$ cat src/rtl/drd_pkg.sv
package drd_pkg;

  typedef enum logic [2:0] {
    K_IDLE    = 3'd0,
    K_ACCESS  = 3'd1,
    K_RASONLY = 3'd2,
    K_CBR     = 3'd3,
    K_HIDDEN  = 3'd4,
    K_SELF    = 3'd5,
    K_TESTIN  = 3'd6
  } cyc_kind_t;

  // Class of a counter-driven cycle from the write strobe and held output
  function automatic cyc_kind_t kind_for_int(input logic we_n, input logic oe_held);
    if (!we_n)        return K_TESTIN;
    else if (oe_held) return K_HIDDEN;
    else              return K_CBR;
  endfunction

  // Timer reaches a count limit on this clock
  function automatic logic hits(input int unsigned tmr, input int unsigned limit);
    return (tmr + 1) == limit;
  endfunction

endpackage

$ cat src/rtl/drd_strobe_dec.sv
module drd_strobe_dec
  import drd_pkg::*;
(
  input  logic      clk,
  input  logic      rst_n,
  input  logic      ras_n,
  input  logic      cas_n,
  input  logic      we_n,
  input  logic      self_ref,
  input  logic      dq_oe,
  input  logic      sr_enter,
  output logic      ext_act,
  output logic      int_fall,
  output logic      col_strobe,
  output logic      col_write,
  output logic      int_cyc,
  output logic      test_mode,
  output cyc_kind_t kind
);
  logic ras_q, cas_q, acc_cyc, cas_seen;
  logic ras_fall, ras_rise, cas_fall, live, ras_only_end;

  assign ras_fall     = ras_q & ~ras_n;
  assign ras_rise     = ~ras_q & ras_n;
  assign cas_fall     = cas_q & ~cas_n;
  assign live         = ~self_ref;
  assign ext_act      = live & ras_fall & cas_n;
  assign int_fall     = live & ras_fall & ~cas_n;
  assign col_strobe   = live & acc_cyc & ~ras_n & cas_fall;
  assign col_write    = ~we_n;
  assign ras_only_end = live & ras_rise & acc_cyc & ~cas_seen;

  always_ff @(posedge clk or negedge rst_n) begin
    if (!rst_n) begin
      ras_q     <= 1'b1;
      cas_q     <= 1'b1;
      acc_cyc   <= 1'b0;
      cas_seen  <= 1'b0;
      int_cyc   <= 1'b0;
      test_mode <= 1'b0;
      kind      <= K_IDLE;
    end else begin
      ras_q <= ras_n;
      cas_q <= cas_n;
      if (ras_n) begin
        acc_cyc <= 1'b0;
        int_cyc <= 1'b0;
      end
      if (ext_act) begin
        acc_cyc  <= 1'b1;
        cas_seen <= 1'b0;
        kind     <= K_ACCESS;
      end
      if (int_fall) begin
        int_cyc   <= 1'b1;
        kind      <= kind_for_int(we_n, dq_oe);
        test_mode <= ~we_n;
      end
      if (col_strobe) cas_seen <= 1'b1;
      if (ras_only_end) begin
        kind      <= K_RASONLY;
        test_mode <= 1'b0;
      end
      if (sr_enter) kind <= K_SELF;
    end
  end
endmodule

$ cat src/rtl/drd_refresh_ctr.sv
module drd_refresh_ctr
  import drd_pkg::*;
#(
  parameter int ROW_W       = 10,
  parameter int SR_ENTRY    = 10000,
  parameter int SR_INTERVAL = 1562
) (
  input  logic             clk,
  input  logic             rst_n,
  input  logic             int_fall,
  input  logic             ext_act,
  input  logic             int_cyc,
  input  logic             ras_n,
  input  logic             cas_n,
  input  logic [ROW_W-1:0] ext_row,
  output logic             rf_valid,
  output logic [ROW_W-1:0] rf_row,
  output logic             self_ref,
  output logic             sr_enter,
  output logic [ROW_W-1:0] cnt
);
  localparam int TMAX  = (SR_ENTRY > SR_INTERVAL) ? SR_ENTRY : SR_INTERVAL;
  localparam int TMR_W = $clog2(TMAX + 1);

  logic [TMR_W-1:0] tmr;
  logic hold_low, both_high, sr_tick;

  assign hold_low  = int_cyc & ~ras_n & ~cas_n;
  assign both_high = ras_n & cas_n;
  assign sr_enter  = ~self_ref & hold_low & hits(32'(tmr), SR_ENTRY);
  assign sr_tick   = self_ref & ~both_high & hits(32'(tmr), SR_INTERVAL);

  always_ff @(posedge clk or negedge rst_n) begin
    if (!rst_n) begin
      cnt      <= '0;
      rf_valid <= 1'b0;
      rf_row   <= '0;
      self_ref <= 1'b0;
      tmr      <= '0;
    end else begin
      rf_valid <= 1'b0;
      if (self_ref) begin
        if (both_high) begin
          self_ref <= 1'b0;
          tmr      <= '0;
        end else if (sr_tick) begin
          rf_valid <= 1'b1;
          rf_row   <= cnt;
          cnt      <= cnt + ROW_W'(1);
          tmr      <= '0;
        end else begin
          tmr <= tmr + TMR_W'(1);
        end
      end else begin
        if (int_fall) begin                                 // wrap by width
          rf_valid <= 1'b1;
          rf_row   <= cnt;
          cnt      <= cnt + ROW_W'(1);
        end else if (ext_act) begin
          rf_valid <= 1'b1;
          rf_row   <= ext_row;
        end
        if (sr_enter) begin
          self_ref <= 1'b1;
          tmr      <= '0;
        end else if (hold_low) begin
          tmr <= tmr + TMR_W'(1);
        end else begin
          tmr <= '0;
        end
      end
    end
  end
endmodule

$ cat src/rtl/drd_test_array.sv
module drd_test_array #(
  parameter int COL_BITS = 4,
  parameter int DQ_W     = 4
) (
  input  logic                clk,
  input  logic                rst_n,
  input  logic                col_strobe,
  input  logic                col_write,
  input  logic                test_mode,
  input  logic                both_high,
  input  logic [COL_BITS-1:0] col,
  input  logic [DQ_W-1:0]     dq_in,
  output logic [DQ_W-1:0]     dq_out,
  output logic                dq_oe
);
  localparam int DEPTH = 2 ** COL_BITS;

  logic [DQ_W-1:0]     mem [DEPTH];
  logic [COL_BITS-1:0] even_c, odd_c;
  logic [2*DQ_W-1:0]   pair_bits;
  logic                pair_same;

  assign even_c    = {col[COL_BITS-1:1], 1'b0};
  assign odd_c     = {col[COL_BITS-1:1], 1'b1};
  assign pair_bits = {mem[odd_c], mem[even_c]};
  assign pair_same = (&pair_bits) | ~(|pair_bits);

  always_ff @(posedge clk or negedge rst_n) begin
    if (!rst_n) begin
      for (int i = 0; i < DEPTH; i++) mem[i] <= '0;
      dq_out <= '0;
      dq_oe  <= 1'b0;
    end else begin
      if (both_high) dq_oe <= 1'b0;
      if (col_strobe) begin
        if (col_write) begin
          dq_oe <= 1'b0;
          if (test_mode) begin
            mem[even_c] <= {DQ_W{dq_in[0]}};
            mem[odd_c]  <= {DQ_W{dq_in[0]}};
          end else begin
            mem[col] <= dq_in;
          end
        end else begin
          dq_oe  <= 1'b1;
          dq_out <= test_mode ? {DQ_W{pair_same}} : mem[col];
        end
      end
    end
  end
endmodule

$ cat src/rtl/dram_refresh_decode.sv
module dram_refresh_decode
  import drd_pkg::*;
#(
  parameter int ROW_W       = 10,
  parameter int COL_BITS    = 4,
  parameter int DQ_W        = 4,
  parameter int SR_ENTRY    = 10000,
  parameter int SR_INTERVAL = 1562
) (
  input  logic             clk,
  input  logic             rst_n,
  input  logic             ras_n,
  input  logic             cas_n,
  input  logic             we_n,
  input  logic [ROW_W-1:0] addr,
  input  logic [DQ_W-1:0]  dq_in,
  output logic             rf_valid,
  output logic [ROW_W-1:0] rf_row,
  output logic [2:0]       cyc_kind,
  output logic             test_mode,
  output logic             self_ref,
  output logic [DQ_W-1:0]  dq_out,
  output logic             dq_oe
);
  logic ext_act, int_fall, col_strobe, col_write, int_cyc, sr_enter;
  logic [ROW_W-1:0] ref_cnt;
  cyc_kind_t kind;

  assign cyc_kind = kind;

  drd_strobe_dec u_dec (
    .clk(clk), .rst_n(rst_n), .ras_n(ras_n), .cas_n(cas_n), .we_n(we_n),
    .self_ref(self_ref), .dq_oe(dq_oe), .sr_enter(sr_enter),
    .ext_act(ext_act), .int_fall(int_fall), .col_strobe(col_strobe),
    .col_write(col_write), .int_cyc(int_cyc), .test_mode(test_mode), .kind(kind)
  );

  drd_refresh_ctr #(.ROW_W(ROW_W), .SR_ENTRY(SR_ENTRY), .SR_INTERVAL(SR_INTERVAL)) u_ref (
    .clk(clk), .rst_n(rst_n), .int_fall(int_fall), .ext_act(ext_act),
    .int_cyc(int_cyc), .ras_n(ras_n), .cas_n(cas_n), .ext_row(addr),
    .rf_valid(rf_valid), .rf_row(rf_row), .self_ref(self_ref),
    .sr_enter(sr_enter), .cnt(ref_cnt)
  );

  drd_test_array #(.COL_BITS(COL_BITS), .DQ_W(DQ_W)) u_arr (
    .clk(clk), .rst_n(rst_n), .col_strobe(col_strobe), .col_write(col_write),
    .test_mode(test_mode), .both_high(ras_n & cas_n), .col(addr[COL_BITS-1:0]),
    .dq_in(dq_in), .dq_out(dq_out), .dq_oe(dq_oe)
  );
endmodule

$ cat config.mk
export PLATFORM = sky130hd
export DESIGN_NAME = dram_refresh_decode
export DESIGN_NICKNAME = d
export VERILOG_FILES = /design/src/rtl/drd_pkg.sv /design/src/rtl/drd_strobe_dec.sv /design/src/rtl/drd_refresh_ctr.sv /design/src/rtl/drd_test_array.sv /design/src/rtl/dram_refresh_decode.sv
export SDC_FILE = /design/constraint.sdc
export NUM_CORES = 1
export LEC_CHECK = 0
export ABC_AREA = 1
export BUFFER_PORTS_ARGS = -buffer_cell sky130_fd_sc_hd__clkbuf_2
export CORE_ASPECT_RATIO = 1.1
export CORE_MARGIN = 3
export CORE_UTILIZATION = 30
export CTS_BUF_LIST = sky130_fd_sc_hd__clkbuf_8 sky130_fd_sc_hd__clkbuf_16
export DETAILED_ROUTE_END_ITERATION = 8
export PLACE_DENSITY_LB_ADDON = 0.05
export SLEW_MARGIN = 0
export SYNTH_ARGS = -nofsm -noshare
export SYNTH_HDL_FRONTEND = slang
export SYNTH_SLANG_ARGS = --single-unit
$ cat constraint.sdc
create_clock -name clk -period 2.2 [get_ports clk]
set_clock_uncertainty 0.2 [all_clocks]
set_input_delay 0.22 -clock clk [delete_from_list [all_inputs] [get_ports clk]]
set_output_delay 0.22 -clock clk [all_outputs]
set_load 0.05 [all_outputs]
## Word level (Yosys, flattened, before mapping)

Cells that the tools add are included.

- Bits in registers: 114
- Bits of input ports: 19
- Output and inout bits: 21
- Logic and storage cells: 149

- $add $sub $neg: 3
- $lt $le $gt $ge: 6
- Equality and inequality tests: 4
- Muxes and demuxes: 58
- Bitwise logic cells: 31
- Reductions and logical operators: 17

Operator list:

| cell | number |
|---|---|
| 64-bit bitwise mux | 3 |
| 10-bit two-way mux | 9 |
| 14-bit two-way mux | 5 |
| 64-bit two-way mux | 1 |
| 4-bit binary-select mux with 4-bit select | 3 |
| 4-bit demux with 4-bit select | 3 |
| 4-bit two-way mux | 10 |
| 32-bit by 11-bit equality test with 1-bit output, second input constant | 1 |
| 32-bit by 14-bit equality test with 1-bit output, second input constant | 1 |
| 1-bit bitwise AND | 19 |
| 1-bit two-way mux | 18 |
| 3-bit two-way mux | 6 |
| 14-bit by 1-bit adder with 15-bit output, second input constant | 1 |
| 5-bit greater-or-equal comparator, second input constant | 3 |
| 5-bit by 1-bit less-than comparator with 1-bit output, second input constant | 3 |
| 4-bit NOT with 5-bit output | 3 |
| 14-bit by 1-bit adder with 14-bit output, second input constant | 1 |
| 2-bit nonzero test | 6 |
| 10-bit by 1-bit adder with 10-bit output, second input constant | 1 |
| 1-bit NOT | 8 |
| 8-bit AND reduction | 1 |
| 8-bit OR reduction | 1 |
| 3-bit AND reduction | 2 |
| 2-bit inequality test, second input constant | 2 |
| other kinds (5) | 8 |

## Depth between registers and ports, before layout

Gate-level depths: netlist of the first run.

- Word-level depth: 8
- Depth in mapped cells: 15
- Gate-level depth less buffers: 14

## Cells and area by module

Synthesis of the first run repeated with hierarchy kept, for this count alone.

- Cell total of the unflattened synthesis: 1019
- Area total of the unflattened synthesis: 7186.9 µm²

Modules (own cells, without submodules):

| module | instances | cells an instance | area each (µm²) | seq. area each (µm²) |
|---|---|---|---|---|
| drd_test_array | 1 | 675 | 4653.2 | 1726.7 |
| drd_refresh_ctr | 1 | 291 | 2100.8 | 900.9 |
| drd_strobe_dec | 1 | 51 | 425.4 | 227.7 |
| dram_refresh_decode | 1 | 2 | 7.5 | 0.0 |

## Worst setup path before layout of the first run

Ideal clock, no wire load.

- Path type: flip-flop to flip-flop
- Start point: reg u_ref.self_ref
- End point: reg u_ref.rf_row[4]
- Library setup time: 118 ps
- Arrival time: 1830 ps
- Data required time: 1882 ps
- Path slack: 52 ps
- Stages on the path, launching flop included: 9
- Path buffers: 0
- Period minus slack after synthesis: 2148 ps
- Cells stage by stage: dfrtp_1 > nor3_1 > inv_1 > nor2_1 > inv_2 > nand2_2 > mux2_2 > nand2_1 > nand2_1

- Cells in the longest elaborated chain, start to end: 5
- Elaborated cells between the ends (all ways): 12
- Those cells by class: eq/ne (2); mux (2); bitwise (6); reduce/logical (2)

Ends and longest elaborated chain:

| item | line | RTL |
|---|---|---|
| from (decl) | drd_refresh_ctr.sv:18 | `output logic self_ref,` |
| from (signal assigned) | drd_refresh_ctr.sv:38 | `self_ref <= 1'b0;` |
| from (signal assigned) | drd_refresh_ctr.sv:44 | `self_ref <= 1'b0;` |
| from (signal assigned) | drd_refresh_ctr.sv:64 | `self_ref <= 1'b1;` |
| 1-bit NOT | drd_strobe_dec.sv:26 | `assign live = ~self_ref;` |
| 1-bit bitwise AND | drd_strobe_dec.sv:27, drd_strobe_dec.sv:28 |  |
| 1-bit bitwise AND, on equally long branches | drd_strobe_dec.sv:27, drd_strobe_dec.sv:28 |  |
| 3-bit nonzero test (no line) / 10-bit two-way mux (equally long branches) | - |  |
| 3-bit AND reduction (no line) / 10-bit two-way mux (equally long branches) | - |  |
| to (signal assigned) | drd_refresh_ctr.sv:48 | `rf_row <= cnt;` |
| to (signal assigned) | drd_refresh_ctr.sv:57 | `rf_row <= cnt;` |
| to (signal assigned) | drd_refresh_ctr.sv:61 | `rf_row <= ext_row;` |
| to (decl) | drd_refresh_ctr.sv:17 | `output logic [ROW_W-1:0] rf_row,` |

Parallel ways exist; a longest one is shown, timed or not.
A chain may end at the register's enable or synchronous reset.

## Final worst setup path of the first run

- Start point: reg u_ref.tmr[1]
- End point: reg u_ref.rf_row[1]

- Cells in the longest elaborated chain, start to end: 5

Ends and longest elaborated chain:

| item | line | RTL |
|---|---|---|
| from (decl) | drd_refresh_ctr.sv:25 | `logic [TMR_W-1:0] tmr;` |
| from (signal assigned) | drd_refresh_ctr.sv:52 | `tmr <= tmr + TMR_W'(1);` |
| from (signal assigned) | drd_refresh_ctr.sv:67 | `tmr <= tmr + TMR_W'(1);` |
| 14-bit by 1-bit adder with 15-bit output | drd_pkg.sv:22 | `return (tmr + 1) == limit;` |
| 32-bit by 11-bit equality test with 1-bit output | drd_pkg.sv:22 |  |
| 1-bit bitwise AND | drd_refresh_ctr.sv:31 | `assign sr_tick = self_ref & ~both_high & hits(32'(tmr), SR_INTERVAL);` |
| 2-bit inequality test (no line) | - |  |
| 3-bit AND reduction (no line) | - |  |

Every way passes these cells.

==> results of run 1 <==
==> cell usage after synthesis (all sizes together), types with 2 or more instances <==
master | n | area, um^2
nand2 | 320 | 1230
o21a | 11 | 82.6
o21ai | 86 | 434
xor2 | 8 | 77.6
ha | 3 | 37.5
dfstp | 2 | 52.6
nand4 | 6 | 37.5
inv | 75 | 282
mux2 | 31 | 349
a21oi | 35 | 190
clkbuf | 9 | 33.8
buf | 21 | 153
a31oi | 3 | 18.8
o211ai | 6 | 45.0
dfrtp | 112 | 2800
nor2 | 96 | 403
a22oi | 19 | 143
xnor2 | 7 | 61.3
nand3 | 45 | 238
nor3 | 2 | 15.0
a21boi | 4 | 30.0
==> timing repair <==
item	4_1_cts	5_1_grt
gates resized for setup	12	50
pin swaps	0	14
hold endpoints to repair	127	0
setup endpoints to repair	32	54
buffers inserted	7	5
hold buffers	13	0
cloned	1	2
==> final timing paths <==
kind | startpoint | endpoint | slack (ns) | depth (start not counted)
max | u_ref.tmr[1] | u_ref.rf_row[1] | -0.02 | 14
min | dq_in[3] | u_arr.mem[7] | 0.008 | 4
max reg2reg | u_ref.tmr[1] | u_ref.rf_row[1] | -0.02 | 14
min reg2reg | u_dec.cas_seen | u_dec.cas_seen | 0.27 | 2
max in group asynchronous | rst_n | u_ref.tmr[11] | 0.90 | 3
min in group asynchronous | rst_n | u_dec.ras_q | 0.12 | 2
==> state kept, by name, summed over array words and instances (netlist names), 3 cells and up <==
name,cells
u_ref.rf_row,10
u_dec.kind,3
u_arr.mem,64
u_arr.dq_out,4
u_ref.cnt,10
u_ref.tmr,14
==> tightest hold or removal path: stages <==
cell      delay (ns)
clkbuf_2        0.10
a31oi_1         0.09
nand2_1         0.07
o21a_1          0.11
==> layout make-up <==
cell class | count | area share (%)
multi-input combinational | 684 | 40.9
sequential | 114 | 32.3
clock inverter | 15 | 1.64
timing repair buffer | 140 | 13.1
inverter | 76 | 3.22
clock buffer | 17 | 4.80
tap | 290 | 4.09
==> power by group through the flow <==
stage / combinational [mW] / sequential [mW] / clock [mW]
detailed placement: 1.02 / 2.40 / 0
CTS: 1.04 / 2.36 / 2.77
global placement: 1.02 / 2.40 / 0
floorplan: 0.408 / 2.58 / 0
global route: 1.14 / 2.39 / 2.85
finish: 1.04 / 2.37 / 2.70
==> layer usage <==
layer	track usage, %	vias up	wire length, um
met4	5.54	0	385
met1	25.4	3073	10500
met2	33.1	113	11200
met5	0	-	0
li1	-	3185	-
met3	3.15	25	684
==> through the flow <==
step,setup TNS [ns],instances
after floorplan,0,903
after global placement,-1.09,1276
after detailed placement,-1.29,1276
after CTS,-0.125,1329
after global routing,-3.58,1336
final,-0.163,1336
==> cells by family after synthesis <==
group	after synthesis	share of synthesized area [%]
simple gates	470	28.6
compound gates	164	14.0
flops	114	42.5
buf+inv	106	7.02
mux	31	5.19
xor+xnor	15	2.07
fa+ha+maj	3	0.559
==> summary.txt, run 1 <==
Critical path
  – Crit Path Class: reg2reg
  – Worst Path Required: 2.31 ns
  – Max FO, Critical Path: 9
  – CP cell instances: ha_4 -> nand2_4 -> nor2_4 -> nand3_1 -> nand2_1 -> inv_1 -> nor2_2 -> nand2_2 -> nor2_4 -> nand3_4 -> buf_12 -> buf_8 -> nand3_1 -> nand2_1
  – WP buf/inv: 3
  – Data arrival, critical path: 2.34 ns
  – CP peak stage delay: 0.40 ns
  – Top delay family on crit path: simple AND/OR/NAND/NOR gates
  – Startpoint Class: flop
  – Crit path max-delay cell type: dfrtp_2
  – CP endpoint kind: flop

Detailed routing
  – TritonRoute pass-1 iters: 7
  – Vias per Instance: 4.79
  – Final ANT Viol Nets: 0
  – DRC: 0
  – WL final: 22.8 mm
  – Via count: 6396
  – DR WL/cell: 17.1 um
  – 1st-iter DRT viols: 382

Floorplan
  – Die area: 24200 um^2
  – Die width: 149 um
  – Core Region: 21700 um^2
  – # rows: 56
  – IO Pins: 40
  – Starting Density: 31.0%
  – Die height: 163 um

Power and ir drop
  – Switch share: 31.2%
  – Power per cell area: 689 nW/um^2
  – VDD IR max: 0.456 mV
  – Logic gate share of total power: 17.0%
  – Total power: 6.11 mW
  – P_leak: 4.32 nW
  – P_int: 4.20 mW
  – Clk network pwr share: 44.2%
  – Switching power: 1.90 mW
  – Reg power frac: 38.8%

Clock tree
  – Worst-skew pair later-pin latency: 0.42 ns
  – CTS H-tree depth: 4
  – Cts bufs inserted: 17
  – Clock slew seen by the registers of the worst setup and hold paths: 0.06 ns
  – # clock sinks: 114
  – Clk buf depth: 2
  – CTS root buf: clkbuf_16
  – CTS tree: built

Final layout
  – Layout area overhead: 31.9%
  – Nets: 1055
  – Final Core Density: 40.9%
  – # fillers: 2284
  – Share of cells above drive strength 1: 25.6%
  – Most common cell after layout, fill and taps aside: nand2_1
  – Post-Layout Inst Area: 8860 um^2
  – Seq. cell area: 2860 um^2
  – Most frequent cells in the layout: nand2_1 (306), dfrtp_1 (109), o21ai_0 (83)
  – Diodes inserted: 0
  – Area occupied by multi-input gates: 3630 um^2

Logic synthesis
  – Total of warnings raised by yosys: 0
  – Cell area after synthesis: 6720 um^2
  – Register bit total from synthesis: 114
  – Share of flip-flops with an asynchronous set or reset: 100%
  – Syn Nets: 925
  – Seq/Total Area, Yosys: 42.5%
  – Distinct cells, synth: 37
  – EDFF count, synth: 0
  – Most frequently used flop master after synthesis: dfrtp_1
  – Syn Area/Cell: 7.44 um^2
  – Mapped Cells: 903

Timing
  – Fmax: 0.450 GHz
  – Final hold slack: 0.00755 ns
  – Final worst path period share: 101%
  – Final setup vio count: 15
  – Max-slew headroom: 64.0%
  – Slew @ Worst Pin: 0.539 ns
  – Final WS setup: -0.0225 ns
  – Final Critical Period: 2.22 ns
  – Fin. max-slew vios: 0
  – Final hold viol count: 0
  – RSZ-0062 raised after global routing: true

Status
  – Status: finished with violations
  – Failing checks: negative setup slack

Placement
  – Detail Placement HPWL: 16.9 mm
  – # port buffers: 39
  – Pre-CTS setup slack: -0.0774 ns
  – DP Area: 7750 um^2
  – RD Place Congestion: 0.847

Global routing
  – Pin count of the biggest net entering global routing: 55
  – Initial antenna violation count: 0
  – GR Overflow Total: 0
  – Tot GR Track Use: 19.4%
  – Vias in the first global route: 6400
  – First-pass GRT wire length: 36.1 mm

Hold path
  – Worst hold path class: in2reg

Job
  – Maxcap violations: 0
Power figures use the tool's default switching activity.
==> inputs of run 2 (changes only) <==
--- a/config.mk
+++ b/config.mk
@@ -8,12 +8,11 @@
 export ABC_AREA = 1
 export BUFFER_PORTS_ARGS = -buffer_cell sky130_fd_sc_hd__clkbuf_2
 export CORE_ASPECT_RATIO = 1.1
-export CORE_MARGIN = 3
 export CORE_UTILIZATION = 30
-export CTS_BUF_LIST = sky130_fd_sc_hd__clkbuf_8 sky130_fd_sc_hd__clkbuf_16
 export DETAILED_ROUTE_END_ITERATION = 8
 export PLACE_DENSITY_LB_ADDON = 0.05
 export SLEW_MARGIN = 0
 export SYNTH_ARGS = -nofsm -noshare
 export SYNTH_HDL_FRONTEND = slang
+export SYNTH_HIERARCHICAL = 1
 export SYNTH_SLANG_ARGS = --single-unit
==> run 2 against run 1 <==
Core utilization decreased by 1.7 points. Cell count increased by 9.1%. Largest power group unchanged. The run now ends clean. Clock-buffer cell count increased by 1. Via count increased by 5.5%. Global-route usage increased by 0.78 points. Final area increased by 4.3%. Non-clock buffer count decreased by 6. Sequential share of layout area decreased by 1.3 points. Hold slack improved by 0.0038 ns.
==> summary.txt, run 2 <==
Logic synthesis
  – Cell area after synthesis: 7190 um^2
  – Mux contribution to synthesized area: 1.98%
  – Top post-synthesis cells by area: dfrtp_1 (39%), nand2_1 (17%), o21ai_0 (6.2%), inv_1 (6.2%), nor2_1 (5.0%)
  – Total of warnings raised by yosys: 6
  – Area share of the largest cell type after synthesis: 39.0%
  – Distinct cells, synth: 38
  – Most frequently used flop master after synthesis: dfrtp_1
  – EDFF count, synth: 0
  – Share of flip-flops with an asynchronous set or reset: 100%
  – Seq/Total Area, Yosys: 39.7%
  – Main combinational cell family by area after synthesis: simple AND/OR/NAND/NOR gates
  – Register bit total from synthesis: 114
  – Synth Area in Simple Gates: 32.4%
  – Area leader, netlist: dfrtp_1
  – Post-Synth XOR/XNOR Area: 1.22%
  – Syn Area/Cell: 7.05 um^2
  – Post-synthesis adder-cell area fraction: 0.522%
  – Syn Nets: 1041
  – Mapped Cells: 1019
  – Synth cell count leaders: nand2_1 (327), inv_1 (118), dfrtp_1 (112), nor2_1 (95), o21ai_0 (89)
  – Synth Area in Compound Gates: 14.3%
  – Most frequent cell after synthesis: nand2_1

Detailed routing
  – 1st-iter DRT viols: 337
  – Via count: 6750
  – Vias per Instance: 4.63
  – DRC: 0
  – TritonRoute pass-1 iters: 5
  – DR WL/cell: 16.1 um
  – Final ANT Viol Nets: 0
  – WL final: 23.4 mm

Power and ir drop
  – VDD IR max: 0.376 mV
  – P_leak: 4.51 nW
  – Total power: 6.41 mW
  – Power per cell area: 694 nW/um^2

Placement
  – Pre-CTS setup slack: -0.0527 ns
  – DP Area: 8210 um^2
  – # port buffers: 39
  – RD Place Congestion: 0.837
  – Detail Placement HPWL: 17.1 mm

Final layout
  – Max reg flops: 64
  – Diodes inserted: 0
  – Largest register by flop count: u_arr/mem
  – Most common cell after layout, fill and taps aside: nand2_1
  – Share of cells above drive strength 1: 22.6%
  – Largest registers: u_arr/mem x64, u_ref/tmr x14
  – Post-Layout Inst Area: 9240 um^2
  – Layout area overhead: 28.6%
  – Nets: 1162
  – Most frequent cells in the layout: nand2_1 (318), inv_1 (114), dfrtp_1 (109)

Timing
  – Max-slew headroom: 60.6%
  – Final hold viol count: 0
  – Final setup vio count: 0
  – Final Critical Period: 2.18 ns
  – RSZ-0062 raised after global routing: true
  – Fin. max-slew vios: 0
  – Final WS setup: 0.0163 ns
  – Final worst path period share: 99.3%
  – Fmax: 0.458 GHz
  – Slew @ Worst Pin: 0.591 ns

Critical path
  – Data arrival, critical path: 2.29 ns
  – Worst Path Required: 2.31 ns
  – Startpoint Class: flop
  – Max FO, Critical Path: 6
  – CP endpoint kind: flop
  – CP cell instances: ha_4 -> nand2_4 -> nor2_4 -> nand3_2 -> nand2_2 -> inv_2 -> nor2_2 -> nand2_2 -> nor2_4 -> nand3_4 -> clkbuf_16 -> nand3_2 -> nand2_1
  – Crit Path Class: reg2reg
  – RR Endpoint: u_ref/rf_row[2]
  – Reg-to-reg startpoint: u_ref/tmr[1]
  – CP peak stage delay: 0.43 ns
  – Setup slack, reg-to-reg: 0.02 ns
  – Register-to-Register Path Depth: 13
  – Crit path max-delay cell type: dfrtp_1

Clock tree
  – Cts bufs inserted: 17
  – Clock slew seen by the registers of the worst setup and hold paths: 0.07 ns
  – CTS root buf: clkbuf_16
  – CTS H-tree depth: 4
  – Worst-skew pair later-pin latency: 0.43 ns
  – CTS tree: built
  – Clk buf depth: 2
  – # clock sinks: 114

Floorplan
  – Die area: 24600 um^2
  – Core Region: 23500 um^2
  – Die height: 164 um
  – Die width: 150 um
  – # rows: 59
  – IO Pins: 40
  – Starting Density: 30.5%

Global routing
  – Pin count of the biggest net entering global routing: 38
  – Initial antenna violation count: 0
  – First-pass GRT wire length: 37.1 mm
  – Vias in the first global route: 6638
  – GR Overflow Total: 0
  – Tot GR Track Use: 20.2%

Hold path
  – Worst hold path class: in2reg
  – Hold path endpoint: u_dec/kind[1]
  – Hold Crit Start: ras_n
  – Hold Crit Depth: 6

Status
  – Status: finished, final reports clean

Job
  – Maxcap violations: 0
-- run 2: worst max-delay path: cells and delay by family (launching register included) --
kind,cells,cell delay [ns]
fa+ha+maj,1,0.18
buf+inv,2,0.27
flops,1,0.43
simple gates,10,0.98
-- run 2: where the power goes --
| group | switching, mW | leakage (nW) | internal (mW) |
|---|---|---|---|
| Combinational | 0.913 | 2.87 | 0.373 |
| Sequential | 0.138 | 1.36 | 2.26 |
| Clock | 1.13 | 0.277 | 1.59 |
| Total | 2.18 | 4.51 | 4.23 |
-- run 2: what timing repair did --
item | CTS | global route
cloned | 0 | 1
buffers inserted | 0 | 4
gates resized for setup | 8 | 59
hold buffers | 16 | 0
pin swaps | 4 | 21
setup endpoints to repair | 23 | 66
hold endpoints to repair | 56 | 0
-- run 2: area by class of cell --
cell class                 instances  area [um^2]
clock buffer                      18          439
clock inverter                    14          130
fill                            2481        14300
inverter                         131          495
multi-input combinational        742         3840
sequential                       114         2860
tap                              305          382
timing repair buffer             134         1100
-- run 2: logic make-up (layout without fill, tap and decap cells) --
kind of cell / Yosys count / in the layout
and+or+nand+nor: 543 / 543
buffers and inverters: 163 / 297
DFF: 114 / 114
xor gates and xnor gates: 10 / 10
muxes: 12 / 12
AOI/OAI and AO/OA: 174 / 174
adders and majority gates: 3 / 3
-- run 2: stage by stage --
| step | hold slack [ns] | utilization (%) | setup TNS [ns] | std cells |
|---|---|---|---|---|
| floorplan | -0.276 | - | 0 | 1019 |
| global placement | 0.0438 | 34.9 | -0.0316 | 1405 |
| detailed placement | 0.0430 | 34.9 | -0.653 | 1405 |
| CTS | 0.00206 | 38.1 | 0 | 1453 |
| global route | 0.0446 | 39.2 | -1.72 | 1458 |
| finish | 0.0114 | 39.2 | 0 | 1458 |
-- run 2: how the worst max path moves through the flow --
stage                       to            from  slack [ns]
2_1_floorplan    u_arr/mem[38]  u_ref/self_ref       0.009
3_3_place_gp     u_dec/kind[2]    u_ref/tmr[0]       -0.01
3_5_place_dp   u_ref/rf_row[8]    u_ref/tmr[0]       -0.05
4_1_cts           u_ref/cnt[9]    u_ref/tmr[0]       0.005
5_1_grt        u_ref/rf_row[2]    u_ref/tmr[1]        -0.1
6_report       u_ref/rf_row[2]    u_ref/tmr[1]        0.02
-- run 2: routing by layer --
layer  part of all wire (%)  global-route usage, %  vias up
met4                    1.9                   6.45        0
met1                     45                   25.8     3119
li1                       -                      -     3488
met2                     50                   34.2      114
met3                    3.0                   3.56       29
met5                      0                      0        -
